--- src/rtl/spi_seq_pkg.sv ---
package spi_seq_pkg;
  localparam int CTRL_W      = 32;
  localparam int CB_CPHA     = 0;
  localparam int CB_CPOL     = 1;
  localparam int CB_CSPOL    = 2;
  localparam int CB_CSIDX_LO = 4;
  localparam int CB_MANUAL   = 6;
  localparam int CB_LEVEL    = 7;
  localparam int CB_DISCARD  = 8;
  localparam int CB_LSB      = 12;
  localparam int CB_START    = 31;

  typedef enum logic [1:0] {
    ST_IDLE  = 2'd0,
    ST_LOAD  = 2'd1,
    ST_SHIFT = 2'd2
  } seq_state_t;
endpackage

--- src/rtl/spi_cs_decode.sv ---
module spi_cs_decode #(
  parameter int NUM_CS = 4,
  localparam int IW = (NUM_CS > 1) ? $clog2(NUM_CS) : 1
) (
  input  logic              busy,
  input  logic              manual,
  input  logic              level,
  input  logic              active_low,
  input  logic [IW-1:0]     idx,
  output logic [NUM_CS-1:0] cs_o
);
  // Idle level equals the polarity bit; active level is its inverse.
  for (genvar i = 0; i < NUM_CS; i++) begin : g_line
    logic hit;
    assign hit = (idx == IW'(i));
    always_comb begin
      if (!hit)        cs_o[i] = active_low;
      else if (manual) cs_o[i] = level;
      else             cs_o[i] = busy ? ~active_low : active_low;
    end
  end
endmodule

--- src/rtl/spi_bit_shifter.sv ---
module spi_bit_shifter #(
  parameter int WORD_W = 8,
  localparam int EDGES = 2 * WORD_W,
  localparam int CW = $clog2(EDGES)
) (
  input  logic              clk,
  input  logic              rst_n,
  input  logic              load,
  input  logic [WORD_W-1:0] load_word,
  input  logic              step,
  input  logic              cpol,
  input  logic              cpha,
  input  logic              lsb_first,
  input  logic              miso,
  output logic              sclk,
  output logic              mosi,
  output logic              word_done,
  output logic [WORD_W-1:0] rx_word
);
  logic [WORD_W-1:0] tx_sh, rx_sh, rx_next;
  logic [CW-1:0]     edge_cnt;
  logic              phase;
  logic              leading, last_edge, do_sample, do_shift;

  // Even edge numbers are leading edges (away from idle level).
  assign leading   = ~edge_cnt[0];
  assign last_edge = (edge_cnt == CW'(EDGES - 1));
  assign do_sample = step & (cpha ? ~leading : leading);
  assign do_shift  = step & (cpha ? (leading & (edge_cnt != '0))
                                  : (~leading & ~last_edge));

  always_comb begin
    rx_next = rx_sh;
    if (do_sample) begin
      if (lsb_first) rx_next = {miso, rx_sh[WORD_W-1:1]};
      else           rx_next = {rx_sh[WORD_W-2:0], miso};
    end
  end

  always_ff @(posedge clk or negedge rst_n) begin
    if (!rst_n) begin
      tx_sh    <= '0;
      rx_sh    <= '0;
      edge_cnt <= '0;
      phase    <= 1'b0;
    end else if (load) begin
      tx_sh    <= load_word;
      edge_cnt <= '0;
      phase    <= 1'b0;
    end else if (step) begin
      edge_cnt <= last_edge ? '0 : edge_cnt + CW'(1);
      phase    <= ~phase;
      rx_sh    <= rx_next;
      if (do_shift) begin
        if (lsb_first) tx_sh <= tx_sh >> 1;
        else           tx_sh <= tx_sh << 1;
      end
    end
  end

  assign sclk      = cpol ^ phase;
  assign mosi      = lsb_first ? tx_sh[0] : tx_sh[WORD_W-1];
  assign word_done = step & last_edge;
  assign rx_word   = rx_next;
endmodule

--- src/rtl/spi_burst_ctl.sv ---
module spi_burst_ctl
  import spi_seq_pkg::*;
#(
  parameter int CNT_W  = 24,
  parameter int WORD_W = 8
) (
  input  logic              clk,
  input  logic              rst_n,
  input  logic              start,
  input  logic [CNT_W-1:0]  burst_len,
  input  logic [CNT_W-1:0]  tx_len,
  input  logic              tx_valid,
  input  logic [WORD_W-1:0] tx_data,
  input  logic              rx_free,
  input  logic              word_done,
  output logic              tx_ready,
  output logic              load,
  output logic [WORD_W-1:0] load_word,
  output logic              shifting,
  output logic              busy,
  output logic              done
);
  seq_state_t       state;
  logic [CNT_W-1:0] rem_all, rem_tx;
  logic             need_data, word_due;

  assign need_data = (rem_tx != '0);
  assign word_due  = (state == ST_LOAD) && (rem_all != '0) && rx_free;
  assign tx_ready  = word_due && need_data;
  assign load      = word_due && (!need_data || tx_valid);
  assign load_word = need_data ? tx_data : '0;
  assign shifting  = (state == ST_SHIFT);
  assign busy      = (state != ST_IDLE);

  always_ff @(posedge clk or negedge rst_n) begin
    if (!rst_n) begin
      state   <= ST_IDLE;
      rem_all <= '0;
      rem_tx  <= '0;
      done    <= 1'b0;
    end else begin
      done <= 1'b0;
      unique case (state)
        ST_IDLE: if (start) begin
          rem_all <= burst_len;
          rem_tx  <= tx_len;
          state   <= ST_LOAD;
        end
        ST_LOAD: begin
          if (rem_all == '0) begin
            state <= ST_IDLE;
            done  <= 1'b1;
          end else if (load) begin
            rem_all <= rem_all - CNT_W'(1);
            if (need_data) rem_tx <= rem_tx - CNT_W'(1);
            state <= ST_SHIFT;
          end
        end
        ST_SHIFT: if (word_done) state <= ST_LOAD;
        default: state <= ST_IDLE;
      endcase
    end
  end
endmodule

--- src/rtl/spi_xfer_seq.sv ---
module spi_xfer_seq
  import spi_seq_pkg::*;
#(
  parameter int WORD_W = 8,
  parameter int CNT_W  = 24,
  parameter int NUM_CS = 4,
  localparam int CS_IW = (NUM_CS > 1) ? $clog2(NUM_CS) : 1
) (
  input  logic              clk,
  input  logic              rst_n,
  input  logic              ctrl_wr,
  input  logic [CTRL_W-1:0] ctrl_wdata,
  output logic [CTRL_W-1:0] ctrl_rdata,
  input  logic [CNT_W-1:0]  burst_len,
  input  logic [CNT_W-1:0]  tx_len,
  input  logic              sclk_tick,
  input  logic              tx_valid,
  output logic              tx_ready,
  input  logic [WORD_W-1:0] tx_data,
  output logic              rx_valid,
  input  logic              rx_ready,
  output logic [WORD_W-1:0] rx_data,
  output logic              sclk,
  output logic              mosi,
  input  logic              miso,
  output logic [NUM_CS-1:0] cs_o,
  output logic              xfer_done
);
  logic [CTRL_W-2:0] ctrl_q;
  logic              busy, start, shifting, load, word_done, rx_free, discard;
  logic [WORD_W-1:0] load_word, rx_word;

  assign start   = ctrl_wr & ctrl_wdata[CB_START] & ~busy;
  assign discard = ctrl_q[CB_DISCARD];
  assign rx_free = discard | ~rx_valid | rx_ready;

  always_ff @(posedge clk or negedge rst_n) begin
    if (!rst_n)                ctrl_q <= '0;
    else if (ctrl_wr && !busy) ctrl_q <= ctrl_wdata[CTRL_W-2:0];
  end

  assign ctrl_rdata = {busy, ctrl_q};

  spi_burst_ctl #(.CNT_W(CNT_W), .WORD_W(WORD_W)) u_ctl (
    .clk       (clk),
    .rst_n     (rst_n),
    .start     (start),
    .burst_len (burst_len),
    .tx_len    (tx_len),
    .tx_valid  (tx_valid),
    .tx_data   (tx_data),
    .rx_free   (rx_free),
    .word_done (word_done),
    .tx_ready  (tx_ready),
    .load      (load),
    .load_word (load_word),
    .shifting  (shifting),
    .busy      (busy),
    .done      (xfer_done)
  );

  spi_bit_shifter #(.WORD_W(WORD_W)) u_shift (
    .clk       (clk),
    .rst_n     (rst_n),
    .load      (load),
    .load_word (load_word),
    .step      (sclk_tick & shifting),
    .cpol      (ctrl_q[CB_CPOL]),
    .cpha      (ctrl_q[CB_CPHA]),
    .lsb_first (ctrl_q[CB_LSB]),
    .miso      (miso),
    .sclk      (sclk),
    .mosi      (mosi),
    .word_done (word_done),
    .rx_word   (rx_word)
  );

  always_ff @(posedge clk or negedge rst_n) begin
    if (!rst_n) begin
      rx_valid <= 1'b0;
      rx_data  <= '0;
    end else if (word_done && !discard) begin
      rx_valid <= 1'b1;
      rx_data  <= rx_word;
    end else if (rx_ready) begin
      rx_valid <= 1'b0;
    end
  end

  spi_cs_decode #(.NUM_CS(NUM_CS)) u_cs (
    .busy       (busy),
    .manual     (ctrl_q[CB_MANUAL]),
    .level      (ctrl_q[CB_LEVEL]),
    .active_low (ctrl_q[CB_CSPOL]),
    .idx        (ctrl_q[CB_CSIDX_LO +: CS_IW]),
    .cs_o       (cs_o)
  );
endmodule

--- config.mk ---
export PLATFORM = sky130hd
export DESIGN_NAME = spi_xfer_seq
export DESIGN_NICKNAME = d
export VERILOG_FILES = /design/src/rtl/spi_seq_pkg.sv /design/src/rtl/spi_cs_decode.sv /design/src/rtl/spi_bit_shifter.sv /design/src/rtl/spi_burst_ctl.sv /design/src/rtl/spi_xfer_seq.sv
export SDC_FILE = /design/constraint.sdc
export NUM_CORES = 1
export LEC_CHECK = 0
export BUFFER_PORTS_ARGS = -buffer_cell sky130_fd_sc_hd__buf_2
export CAP_MARGIN = 20
export CORE_ASPECT_RATIO = 1.5
export CORE_UTILIZATION = 56
export DETAILED_ROUTE_END_ITERATION = 8
export PLACE_DENSITY_LB_ADDON = 0.3
export SYNTH_ARGS = -nofsm -noshare
export SYNTH_HDL_FRONTEND = slang
export SYNTH_SLANG_ARGS = --single-unit
--- constraint.sdc ---
create_clock -name clk -period 4.5 [get_ports clk]
set_input_delay 0.225 -clock clk [delete_from_list [all_inputs] [get_ports clk]]
set_output_delay 0.225 -clock clk [all_outputs]
set_load 0.03 [all_outputs]
Word level (Yosys, flattened, before mapping)
Cells that the tools add are included.

operators by class
  equal/unequal tests = 12
  multiplexer cells = 39
  add/subtract/negate cells = 3
  reduce and logical (&&, ||, !) cells = 26
  bitwise logic cells = 18

operators with widths
  cell                     number
  $mux W24                 7
  $pmux W24 S2             2
  $mux W8                  7
  $reduce_bool A24 Y1      2
  $sub A24 B1 Y24 const B  2
  $logic_not A24 Y1        1
  $mux W1                  15
  $mux W4                  3
  $reduce_bool A2 Y1       5
  $and A1 B1 Y1            8
  $mux W2                  4
  $not A1 Y1               7
  $eq A2 B2 Y1 const B     3
  $logic_and A1 B1 Y1      6
  $ne A2 B2 Y1 const B     3
  $pmux W2 S3              1
  $reduce_and A5 Y1        1
  $add A4 B1 Y4 const B    1
  $eq A2 B1 Y1 const B     2
  $eq A4 B4 Y1 const B     1
  $logic_not A2 Y1         2
  $ne A2 B1 Y1 const B     2
  $reduce_and A2 Y1        2
  $reduce_and A4 Y1        1
  other kinds (7)          10

word-level totals
  input bits = 95
  output and inout port bits = 49
  flip-flop bits (word level) = 112
  word-level logic and storage cells = 109

Longest topological paths before layout
Gate-level depths: netlist of the first run.

  word-level depth = 8
  depth in mapped cells = 10
  gate-level depth less buffers = 8

Hierarchy
A second synthesis of the first run with hierarchy kept.

unflattened totals
  cell total of the unflattened synthesis = 637
  area total of the unflattened synthesis = 6,286.0 sq um

modules (own cells, without submodules)
  module           area each (sq um)  times used  cells an instance
  spi_burst_ctl    3,281.9            1           400
  spi_xfer_seq     1,684.1            1           92
  spi_bit_shifter  1,236.2            1           131
  spi_cs_decode    83.8               1           14

Least setup slack after synthesis of the first run
No wires, ideal clock.

  kind = register to register
  start point = register u_ctl.rem_tx[0]
  end point = register u_ctl.rem_all[17]
  arrival time = 2.318 ns
  buffers on the path = 2
  data required time = 4.359 ns
  stages on the path, launching flop included = 11
  slack = 2.042 ns
  setup time = 0.141 ns
  cells stage by stage = dfrtp_1 -> inv_1 -> ha_1 -> nor4b_1 -> nand4_1 -> o31a_1 -> or2_1 -> buf_4 -> buf_6 -> nand3_1 -> nand3_1

on the way
  cells in the longest elaborated chain, start to end = 6

ends and longest elaborated chain
  element                      line                 RTL
  start, declared              spi_burst_ctl.sv:24  logic [CNT_W-1:0] rem_all, rem_tx;
  start signal, assigned       spi_burst_ctl.sv:46  rem_tx <= tx_len;
  start signal, assigned       spi_burst_ctl.sv:55  if (need_data) rem_tx <= rem_tx - CNT_W'(1);
  $reduce_bool A24 Y1          spi_burst_ctl.sv:27  assign need_data = (rem_tx != '0);
  $logic_not A1 Y1             spi_burst_ctl.sv:30  assign load = word_due && (!need_data || tx_valid);
  $logic_or A1 B1 Y1           spi_burst_ctl.sv:30
  $logic_and A1 B1 Y1          spi_burst_ctl.sv:30
  $ne A2 B2 Y1 (no line)       n/a
  $reduce_and A4 Y1 (no line)  n/a
  end signal, assigned         spi_burst_ctl.sv:45  rem_all <= burst_len;
  end signal, assigned         spi_burst_ctl.sv:54  rem_all <= rem_all - CNT_W'(1);
  end, declared                spi_burst_ctl.sv:24

No other way between the ends.
A chain may end at the register's enable or synchronous reset.

Final worst setup path of the first run
  start point = register u_ctl.rem_tx[0]
  end point = register u_ctl.rem_tx[21]

on the way
  cells in the longest elaborated chain, start to end = 6
  elaborated cells between the ends (all ways) = 12
  classes of those cells = add/sub: 1; eq/ne: 2; mux: 4; reduce/logical: 5

ends and longest elaborated chain
  element
  branches (longest 6 deep; another with $sub A24 B1 Y24)

Parallel ways; which one is timed is not known. The select of a mux whose other input is x is not followed.

==> metrics.md, run 1 <==
| Metric | Value |
|---|---|
| Outcome | completed |
| Clock sinks | 112 |
| Final TNS setup | 0 ns |
| Post-Place Cell Area | approximately 6700 µm² |
| Seq/Total Area, Yosys | a little under half |
| Grt met2 use | a little under half |
| Maximum clock rate | 307 MHz |
| Drt pass-1 iters | 5 |
| Crit path required time | approximately 4.7 ns |
| Multi-input gate area | a little under 3000 µm² |
| Critical path peak fanout | 19 |
| Worst skew pair latency | 0.35 ns |
| EDFF count, synth | 0 |
| Fin area | 7030 µm² |
| Core area | about 10000 µm² |
| Max cap viols | 0 |
| Routed wire length | ~14000 µm |
| NumNets Final | roughly 850 |
| Final hold vios | 0 |
| Post-synthesis net count | about 730 |
| Post-synthesis mux area share | 10.0% |
| Worst reg2reg path startpoint | u_ctl.rem_tx[0] |
| N_diodes | 0 |
| Tcrit/Tclk final | 72.4% |
| I/O Buffers | roughly 140 |
| Die ar. | ~11000 µm² |
| Post-synth ARST share | between 90% and 100% |
| Fillcell total | between 800 and 900 |
| GRT Overall Usage | between 20% and 30% |
| Worst setup EP type | flop |
| Synth Area in XOR/XNOR | less than 1% |
| # hold bufs at CTS | 0 |
| GPL Wtd Cong | around 0.89 |
| TritonCTS Buffers | 9 |
| Routing usage on met1 | 31.3% |
| M3 GR Usage | around 5.7% |
| Initial antenna violation count | 0 |
| I/O pin total | 144 |
| Die extent in y | ~130 µm |
| Routed Antenna Nets | 0 |
| Primary FF master, synth | dfrtp_1 |
| Largest net degree at the start of global routing | between 100 and 150 |
| Final setup violation count | 0 |
| Storage cell area | approximately 2800 µm² |
| Synth Area per Inst | ~9.5 µm² |
| Leading cell types by count after synthesis | dfrtp_1, a21oi_1, nand2_1 |
| Synth-to-Final Area Change | 18.2% |
| GRT Max-Usage Layer | met2 |
| H-tree depth | 3 |
| CP arrival | between 3 and 4 ns |
| Worst reg2reg path endpoint | u_ctl.rem_tx[21] |
| Number of global-route vias before repair | 5285 |
| Max VDD drop | roughly 0.56 mV |
| Power Density | about 710 nW/µm² |
| Length in cells of the worst reg-to-reg path | 8 |
| Synth Area in Simple Gates | 16.6% |
| Min-delay worst type | primary input to asynchronous set/reset pin |
| Post-CTS Resized | 0 |
| Max Root-Sink Buffers | 2 |
| Most frequent cell after synthesis | dfrtp_1 |
| Top area cells in the synthesized netlist | dfrtp_1, mux2_2, a21oi_1 |
| Synth warn | 0 |
| Number of DRC markers in iteration 0 | ~350 |
| WL/cell | between 15 and 20 µm |
| Minimum clock period | around 3.3 ns |
| Slew Viols, Final | 0 |
| Synth Area in Compound Gates | 20.7% |
| Vias | between 5000 and 6000 |
| Flops & latches, synth | 112 |
| Slew @ Worst Pin | 0.927 ns |
| Pleak | slightly above 3 nW |
| # rows | between 40 and 50 |
| Die width | between 80 and 90 µm |
| Syn Inst Count | around 630 |
| Clock slew at reported path FFs | 0.07 ns |
| Share of cells above drive strength 1 | approximately 30% |
| Post-Synthesis Cell Area | 5950 µm² |
| Startpoint Class | flop |
| CTS root buffer | clkbuf_16 |
| Top cell type by total area after synthesis | dfrtp_1 |
| Slew headroom | 38.2% |
| Adder-Cell Fraction of Synth Area | less than 1% |
| Via-to-Cell Ratio | roughly 6.0 |
| Postcts setup bufs | 0 |
| Post-route DRC | 0 |
| Synth unique cells | between 50 and 60 |
| Crit Path Category | flop to flop |
| Final Skew | 0.00910 ns |
| Hpwl dp | slightly above 10000 µm |
| Initial Utilization | around three fifths |
| CTS tree | done |
| Fin Hold WS | 0.0166 ns |
| R2r setup slk | about 1.2 ns |
| Largest family of logic cells by synthesized area | compound AO/OA/AOI/OAI gates |
| Final design utilization | between 60% and 70% |
| First-pass GRT wire length | 23700 µm |
| Top-area cell type share of the netlist area | a little under half |
| Global route total overflow | 0 |
| RSZ-0062 raised after global routing | no |
## layout by cell type (no fill, tap or decap), types with 4 or more instances in the layout
| cell type | n |
|---|---|
| nand2b_1 | 12 |
| o22ai_1 | 13 |
| nor4_1 | 6 |
| mux2i_1 | 9 |
| o21a_1 | 5 |
| clkbuf_16 | 9 |
| a2bb2oi_1 | 8 |
| mux2_2 | 45 |
| nand3_1 | 11 |
| nand2_1 | 65 |
| or4_1 | 4 |
| o21ai_1 | 4 |
| a21o_1 | 5 |
| o22a_1 | 12 |
| buf_4 | 7 |
| nor2_1 | 58 |
| inv_1 | 11 |
| ha_1 | 4 |
| nor3_1 | 19 |
| o21ai_0 | 34 |
| a31oi_1 | 13 |
| dfrtp_1 | 112 |
| buf_2 | 143 |
| a21oi_1 | 75 |
## registers in the layout, indices dropped and copies added (netlist names), 2 cells and up
name              count
u_shift.rx_sh         8
u_shift.tx_sh         8
u_ctl.rem_tx         24
rx_data               8
u_ctl.rem_all        24
u_shift.edge_cnt      4
ctrl_q               31
u_ctl.state           2
## cell families (layout without fill, tap and decap cells)
family          count (synthesis)  in the layout
compound gates                198            198
xor+xnor                        4              4
fa+ha+maj                       4              4
buf+inv                        51            177
flops                         112            112
mux                            54             54
simple gates                  206            206
## critical path: stages, from the launching register on
cell     delay [ns]
dfrtp_1        0.39
inv_1          0.09
ha_1           0.20
nor4b_1        0.55
nand4_1        0.42
nor3_2         0.52
o31a_1         0.64
a21oi_1        0.09
o22a_1         0.23
## power breakdown
group,internal [mW],total [mW],switching [mW]
Combinational,0.878,2.20,1.32
Sequential,1.46,1.94,0.483
Clock,0.506,0.866,0.360
## cell type report
| cell class | instances | share of cell area (%) |
|---|---|---|
| multi-input cells | 466 | 41.5 |
| flip-flops and latches | 112 | 39.9 |
| repair buffers | 150 | 10.9 |
| clock buffers | 12 | 3.51 |
| well taps | 141 | 2.51 |
| clock inverters | 4 | 1.10 |
| inverters | 11 | 0.588 |
## layer usage
layer  up-vias  routed length, µm
met5         -                  0
li1       2541                  -
met3        41                916
met1      2566               5640
met2       214               7450
met4         0                389
## stage by stage
step           std cells  total power [mW]  setup WS, ns
2_1_floorplan        629              3.58          2.04
6_report             896              5.01          1.24
4_1_cts              895              5.02          1.30
3_5_place_dp         879              4.14          1.30
5_1_grt              896              5.35         0.946
3_3_place_gp         879              4.02          1.54
## worst max-delay path by stage
stage                          startpoint                end  slack, ns  depth (start not counted)
final                     u_ctl.rem_tx[0]   u_ctl.rem_tx[21]       1.24                          8
after global routing      u_ctl.rem_tx[0]   u_ctl.rem_tx[14]       0.95                          8
after CTS                 u_ctl.rem_tx[0]   u_ctl.rem_tx[21]       1.30                          8
after detailed placement  u_ctl.rem_tx[0]    u_ctl.rem_tx[7]       1.30                          8
after global placement    u_ctl.rem_tx[0]    u_ctl.rem_tx[7]       1.54                          8
after floorplan           u_ctl.rem_tx[0]  u_ctl.rem_all[17]       2.04                         10
Power figures use the tool's default switching activity.
==> run 2: changes to the inputs <==
--- a/config.mk
+++ b/config.mk
@@ -8,7 +8,7 @@
 export BUFFER_PORTS_ARGS = -buffer_cell sky130_fd_sc_hd__buf_2
 export CAP_MARGIN = 20
 export CORE_ASPECT_RATIO = 1.5
-export CORE_UTILIZATION = 56
+export CORE_UTILIZATION = 49
 export DETAILED_ROUTE_END_ITERATION = 8
 export PLACE_DENSITY_LB_ADDON = 0.3
 export SYNTH_ARGS = -nofsm -noshare
==> constraint.sdc (replaced) <==
create_clock -name clk -period 2.7 [get_ports clk]
set_input_delay 0.135 -clock clk [delete_from_list [all_inputs] [get_ports clk]]
set_output_delay 0.135 -clock clk [all_outputs]
set_load 0.03 [all_outputs]
==> metrics.md, run 2 (synthesized netlist as in run 1, its figures left out) <==
| Metric | Value |
|---|---|
| GPL Wtd Cong | 0.837 |
| Final hold vios | 0 |
| Max VDD drop | 0.845 mV |
| PnR worst setup slack | -0.00198 ns |
| WL/cell | 16.4 µm |
| Power Density | 1170 nW/µm² |
| Via-to-Cell Ratio | between 5 and 6 |
| CTS tree | done |
| Crit Path Category | flop to flop |
| Initial antenna violation count | 0 |
| Share of cells above drive strength 1 | approximately a third |
| Tcrit/Tclk final | 100% |
| I/O pin total | 144 |
| Max reg flops | 31 |
| Crit path required time | roughly 2.9 ns |
| NumNets Final | about 870 |
| RSZ-0062 raised after global routing | yes |
| Failing checks | negative setup slack |
| Final design utilization | between 60% and 70% |
| Fin Hold WS | roughly 0.014 ns |
| Min-delay worst type | primary input to flop |
| Initial Utilization | about half |
| Max cap viols | 0 |
| Vias | roughly 5400 |
| H-tree depth | 3 |
| Final setup violation count | 1 |
| Slew Viols, Final | 0 |
| # rows | 48 |
| Die ar. | 12600 µm² |
| Post-route DRC | 0 |
| Die width | 92.0 µm |
| Most frequent cells in the layout | buf_2, dfrtp_1, a21oi_1 |
| Slew headroom | a little under a third |
| Startpoint Class | flop |
| Biggest regs | ctrl_q x31, u_ctl.rem_all x24, u_ctl.rem_tx x24 |
| GRT Overall Usage | roughly a quarter |
| CTS root buffer | clkbuf_16 |
| Clock sinks | 112 |
| Post-Layout Cell Count | ~920 |
| TritonCTS Buffers | 9 |
| Number of DRC markers in iteration 0 | approximately 320 |
| Worst slack at placement | around 0.014 ns |
| Critical path peak fanout | 18 |
| Routed Antenna Nets | 0 |
| CP arrival | 2.94 ns |
| Hpwl dp | approximately 11000 µm |
| Synth-to-Final Area Change | 21.4% |
| Minimum clock period | 2.70 ns |
| Maximum clock rate | between 300 and 400 MHz |
| First-pass GRT wire length | 24800 µm |
| Slew @ Worst Pin | 1.02 ns |
| Pleak | ~3.2 nW |
| Number of global-route vias before repair | about 5400 |
| DP Cell Count | around 900 |
| N_diodes | 0 |
| Worst skew pair latency | approximately 0.35 ns |
| Commonest non-fill, non-tap cell in the layout | buf_2 |
| Final Skew | 0.0129 ns |
| Max Root-Sink Buffers | 2 |
| Most flops, register | ctrl_q |
| Worst setup EP type | flop |
| Drt pass-1 iters | 4 |
| I/O Buffers | 143 |
| Core area | 11700 µm² |
| Postcts setup bufs | 0 |
| Outcome | complete, but fails checks |
| Clock slew at reported path FFs | roughly 0.070 ns |
| Global route total overflow | 0 |
| Largest net degree at the start of global routing | between 100 and 150 |
| Routed wire length | ~15000 µm |
| Die extent in y | approximately 140 µm |
[run 2: cell count changes in the layout (fill, tap and decap cells not counted), sizes merged]
cell,delta
buf,+15
clkbuf,-2
clkinvlp,+2
dlygate4sd3,+2
bufinv,-1
inv,+1
[run 2: power breakdown]
group	switching (mW)	internal, mW	total, mW
clock	0.632	0.749	1.38
combinational	2.23	1.56	3.79
sequential	0.814	2.43	3.25
[run 2: timing repair]
action / in CTS / in global routing
hold endpoints to repair: 31 / 0
setup endpoints to repair: 3 / 26
gates resized for setup: 2 / 1
hold buffers: 2 / 0
[run 2: cell type report]
| cell class | instances | area (µm²) |
|---|---|---|
| fill | 1000 | 4430 |
| clock buffer | 10 | 239 |
| inverter | 11 | 41.3 |
| multi-input combinational | 466 | 2930 |
| timing repair buffer | 167 | 953 |
| clock inverter | 6 | 67.6 |
| tap | 150 | 188 |
| sequential | 112 | 2800 |
[run 2: metal layers]
metal / share of wire (%) / vias to the layer above / GRT usage [%]
li1: - / 2577 / -
met1: 41 / 2603 / 28.0
met2: 52 / 181 / 45.4
met3: 5.2 / 27 / 4.61
met4: 1.9 / 0 / 9.81
met5: 0 / - / 0
[run 2: critical path, stage by stage, from the launching register on]
cell and delay [ns]:
dfrtp_1 0.45, or4_4 0.56, or4_4 0.47, o31a_1 0.31, or2_2 0.45, o221a_2 0.34
[run 2: final timing paths]
| kind | from | to | slack, ns | depth (start not counted) |
|---|---|---|---|---|
| setup / recovery | u_ctl.rem_tx[16] | u_shift.tx_sh[7] | -0.002 | 5 |
| hold / removal | ctrl_wdata[24] | ctrl_q[24] | 0.01 | 2 |
| setup reg to reg | u_ctl.rem_tx[16] | u_shift.tx_sh[7] | -0.002 | 5 |
| hold reg to reg | ctrl_q[30] | ctrl_q[30] | 0.51 | 1 |
| max in group asynchronous | rst_n | ctrl_q[16] | 1.64 | 3 |
| min in group asynchronous | rst_n | u_ctl.rem_tx[7] | 0.25 | 2 |
[run 2: through the flow]
| stage | area (µm²) | total power, mW | setup TNS, ns |
|---|---|---|---|
| finish | 7220 | 8.42 | -0.00198 |
| global route | 7220 | 8.98 | -0.940 |
| floorplan | 5950 | 5.96 | 0 |
| global placement | 6880 | 6.84 | 0 |
| CTS | 7210 | 8.44 | 0 |
| detailed placement | 6880 | 7.03 | 0 |
==> run 3: changes to the inputs <==
--- a/config.mk
+++ b/config.mk
@@ -10,7 +10,9 @@
 export CORE_ASPECT_RATIO = 1.5
 export CORE_UTILIZATION = 49
 export DETAILED_ROUTE_END_ITERATION = 8
+export GPL_TIMING_DRIVEN = 0
 export PLACE_DENSITY_LB_ADDON = 0.3
 export SYNTH_ARGS = -nofsm -noshare
 export SYNTH_HDL_FRONTEND = slang
+export SYNTH_HIERARCHICAL = 1
 export SYNTH_SLANG_ARGS = --single-unit
==> constraint.sdc (replaced) <==
create_clock -name clk -period 2.7 [get_ports clk]
set_input_delay 0.135 -clock clk [delete_from_list [all_inputs] [get_ports clk]]
set_output_delay 0.135 -clock clk [all_outputs]
set_load 0.1 [all_outputs]
==> metrics.md, run 3 <==
| Metric | Value |
|---|---|
| Worst setup EP type | flop |
| Max VDD drop | ~0.66 mV |
| Critical path peak fanout | 4 |
| Grt met2 use | a little under half |
| Flops & latches, synth | about 110 |
| CP arrival | ~3.0 ns |
| Most flops, register | ctrl_q |
| Slowest-stage cell, CP | or4_4 |
| Pleak | 3.49 nW |
| RSZ-0062 raised after global routing | yes |
| Synth-to-Final Area Change | 25.4% |
| Number of DRC markers in iteration 0 | 286 |
| Final Skew | roughly 0.0091 ns |
| Total power draw | 11.2 mW |
| Final setup violation count | 9 |
| Share of cells above drive strength 1 | a little over a third |
| Min-delay worst type | primary input to flop |
| Most frequent cell after synthesis | dfrtp_1 |
| GPL Wtd Cong | 0.872 |
| Biggest regs | ctrl_q x31, u_ctl/rem_all x24, u_ctl/rem_tx x24 |
| Maximum clock rate | approximately 360 MHz |
| Global route total overflow | 0 |
| I/O pin total | 144 |
| Initial Utilization | 50.2% |
| Worst skew pair latency | ~0.35 ns |
| Power Density | around 1400 nW/µm² |
| Final TNS setup | -0.525 ns |
| Routed wire length | around 18000 µm |
| Outcome | complete, but fails checks |
| Leading cell types by count after synthesis | dfrtp_1, a21oi_1, nor2_1 |
| Final hold vios | 0 |
| Top cell type by total area after synthesis | dfrtp_1 |
| Synth Area per Inst | 9.87 µm² |
| CTS tree | done |
| Clock sinks | roughly 110 |
| GRT Overall Usage | between 20% and 30% |
| Die ar. | between 10000 and 15000 µm² |
| Die width | around 94 µm |
| Slew Viols, Final | 0 |
| Synth warn | 6 |
| Post-synthesis net count | approximately 740 |
| I/O Buffers | approximately 140 |
| Worst slack at placement | -0.329 ns |
| Hpwl dp | approximately 12000 µm |
| First-pass GRT wire length | roughly 27000 µm |
| Routing usage on met1 | 31.6% |
| Crit path required time | about 2.9 ns |
| M3 GR Usage | ~3.8% |
| Post-synth ARST share | 100% |
| NumNets Final | between 900 and 1000 |
| Max cap viols | 0 |
| Core area | 12500 µm² |
| Post-Synthesis Cell Area | between 6000 and 7000 µm² |
| Largest net degree at the start of global routing | 70 |
| Tcrit/Tclk final | 103% |
| H-tree depth | 3 |
| EDFF count, synth | 0 |
| WL/cell | 18.2 µm |
| Chain of cells forming the critical path | or4_4 -> or4_4 -> o31a_1 -> or2_4 -> inv_4 -> and3b_2 -> buf_6 -> nor2_4 -> a21oi_2 |
| GRT Max-Usage Layer | met2 |
| PnR worst setup slack | -0.0818 ns |
| # rows | 50 |
| Commonest non-fill, non-tap cell in the layout | buf_2 |
| N_diodes | 0 |
| Post-route DRC | 0 |
| Initial antenna violation count | 0 |
| TritonCTS Buffers | 9 |
| Vias | just under 6000 |
| Number of global-route vias before repair | around 5600 |
| Minimum clock period | 2.78 ns |
| Most Frequent Cell on Critical Path | or4_4 |
| Clock slew at reported path FFs | about 0.080 ns |
| Synth unique cells | 67 |
| Max reg flops | 31 |
| Drt pass-1 iters | 5 |
| Top-area cell type share of the netlist area | approximately 45% |
| Slew headroom | between 40% and 50% |
| Failing checks | negative setup slack |
| Top area cells in the synthesized netlist | dfrtp_1, mux2_4, a21oi_1 |
| Slew @ Worst Pin | ~0.83 ns |
| Via-to-Cell Ratio | 5.96 |
| Seq/Total Area, Yosys | between 40 and 50% |
| Routed Antenna Nets | 0 |
| Most frequent cells in the layout | buf_2, dfrtp_1, a21oi_1 |
| Slowest stage delay, CP | 0.55 ns |
| CTS root buffer | clkbuf_16 |
| Startpoint Class | flop |
| Primary FF master, synth | dfrtp_1 |
| Crit Path Category | flop to flop |
| Syn Inst Count | between 600 and 700 |
| Die extent in y | around 140 µm |
| Max Root-Sink Buffers | 2 |
==> run 3: cell types whose count changed in the layout (fill, tap and decap cells not counted), sizes merged, moves of 11 or more <==
cell / change
clkbuf: +24
o21ai: +11
buf: +13
and2: +11
nand2: -18
==> run 3: cell type report <==
cell class	count	area, µm²
plain buffers	41	280
clock buffers	10	229
clock inverters	6	60.1
fillers	1065	4630
inverters	15	58.8
multi-input cells	466	3330
flip-flops and latches	112	2800
well taps	156	195
repair buffers	162	922
==> run 3: worst max-delay path: cells and delay by family (launching register included) <==
family	cells	cell delay (ns)
and+or+nand+nor	5	1.69
AOI/OAI and AO/OA	2	0.36
buffers and inverters	2	0.21
DFF	1	0.39
==> run 3: stage by stage <==
stage	hold slack, ns	utilization [%]	instances	cell area, µm²
after floorplan	-0.161	-	637	6310
after global placement	0.368	57.7	936	7220
after detailed placement	0.183	58.0	937	7250
after CTS	0.00526	61.9	966	7750
after global routing	0.00968	63.0	968	7880
final	0.0133	63.0	968	7880
==> run 3: logic make-up after synthesis <==
family / share of synthesized area [%]
AOI/OAI and AO/OA: 18.4
DFF: 44.6
and+or+nand+nor: 17.4
muxes: 12.9
xor gates and xnor gates: 0.697
adders and majority gates: 1.19
buffers and inverters: 4.90
==> run 3: final timing paths <==
| kind | start | end | slack (ns) | cells past startpoint |
|---|---|---|---|---|
| max in group asynchronous | rst_n | u_ctl/rem_all[16] | 1.62 | 3 |
| min in group asynchronous | rst_n | ctrl_q[25] | 0.32 | 2 |
| max | u_ctl/rem_tx[18] | u_shift/rx_sh[5] | -0.08 | 9 |
| max reg2reg | u_ctl/rem_tx[18] | u_shift/rx_sh[5] | -0.08 | 9 |
| min reg2reg | rx_data[4] | rx_data[4] | 0.50 | 1 |
| min | ctrl_wdata[9] | ctrl_q[9] | 0.01 | 2 |
==> run 3: what timing repair did <==
action	4_1_cts	5_1_grt
setup buffers	12	4
endpoints found under the setup margin	69	59
pin swaps	4	6
resized for setup	29	39
cloned	1	0
endpoints found under the hold margin	43	0
hold buffers	1	0
==> run 3: per-layer routing <==
metal  wire (µm)  up-vias  share of wire [%]
li1            -     2667                  -
met1        6810     2801                 39
met3        1150       37                6.5
met2        9140      266                 52
met5           0        -                  0
met4         525        0                3.0
==> run 3: power breakdown <==
group          internal (mW)  leakage (nW)  switching (mW)
combinational           1.93          2.02            4.67
sequential              2.47          1.33           0.784
clock                  0.717         0.138           0.627
total                   5.12          3.49            6.08
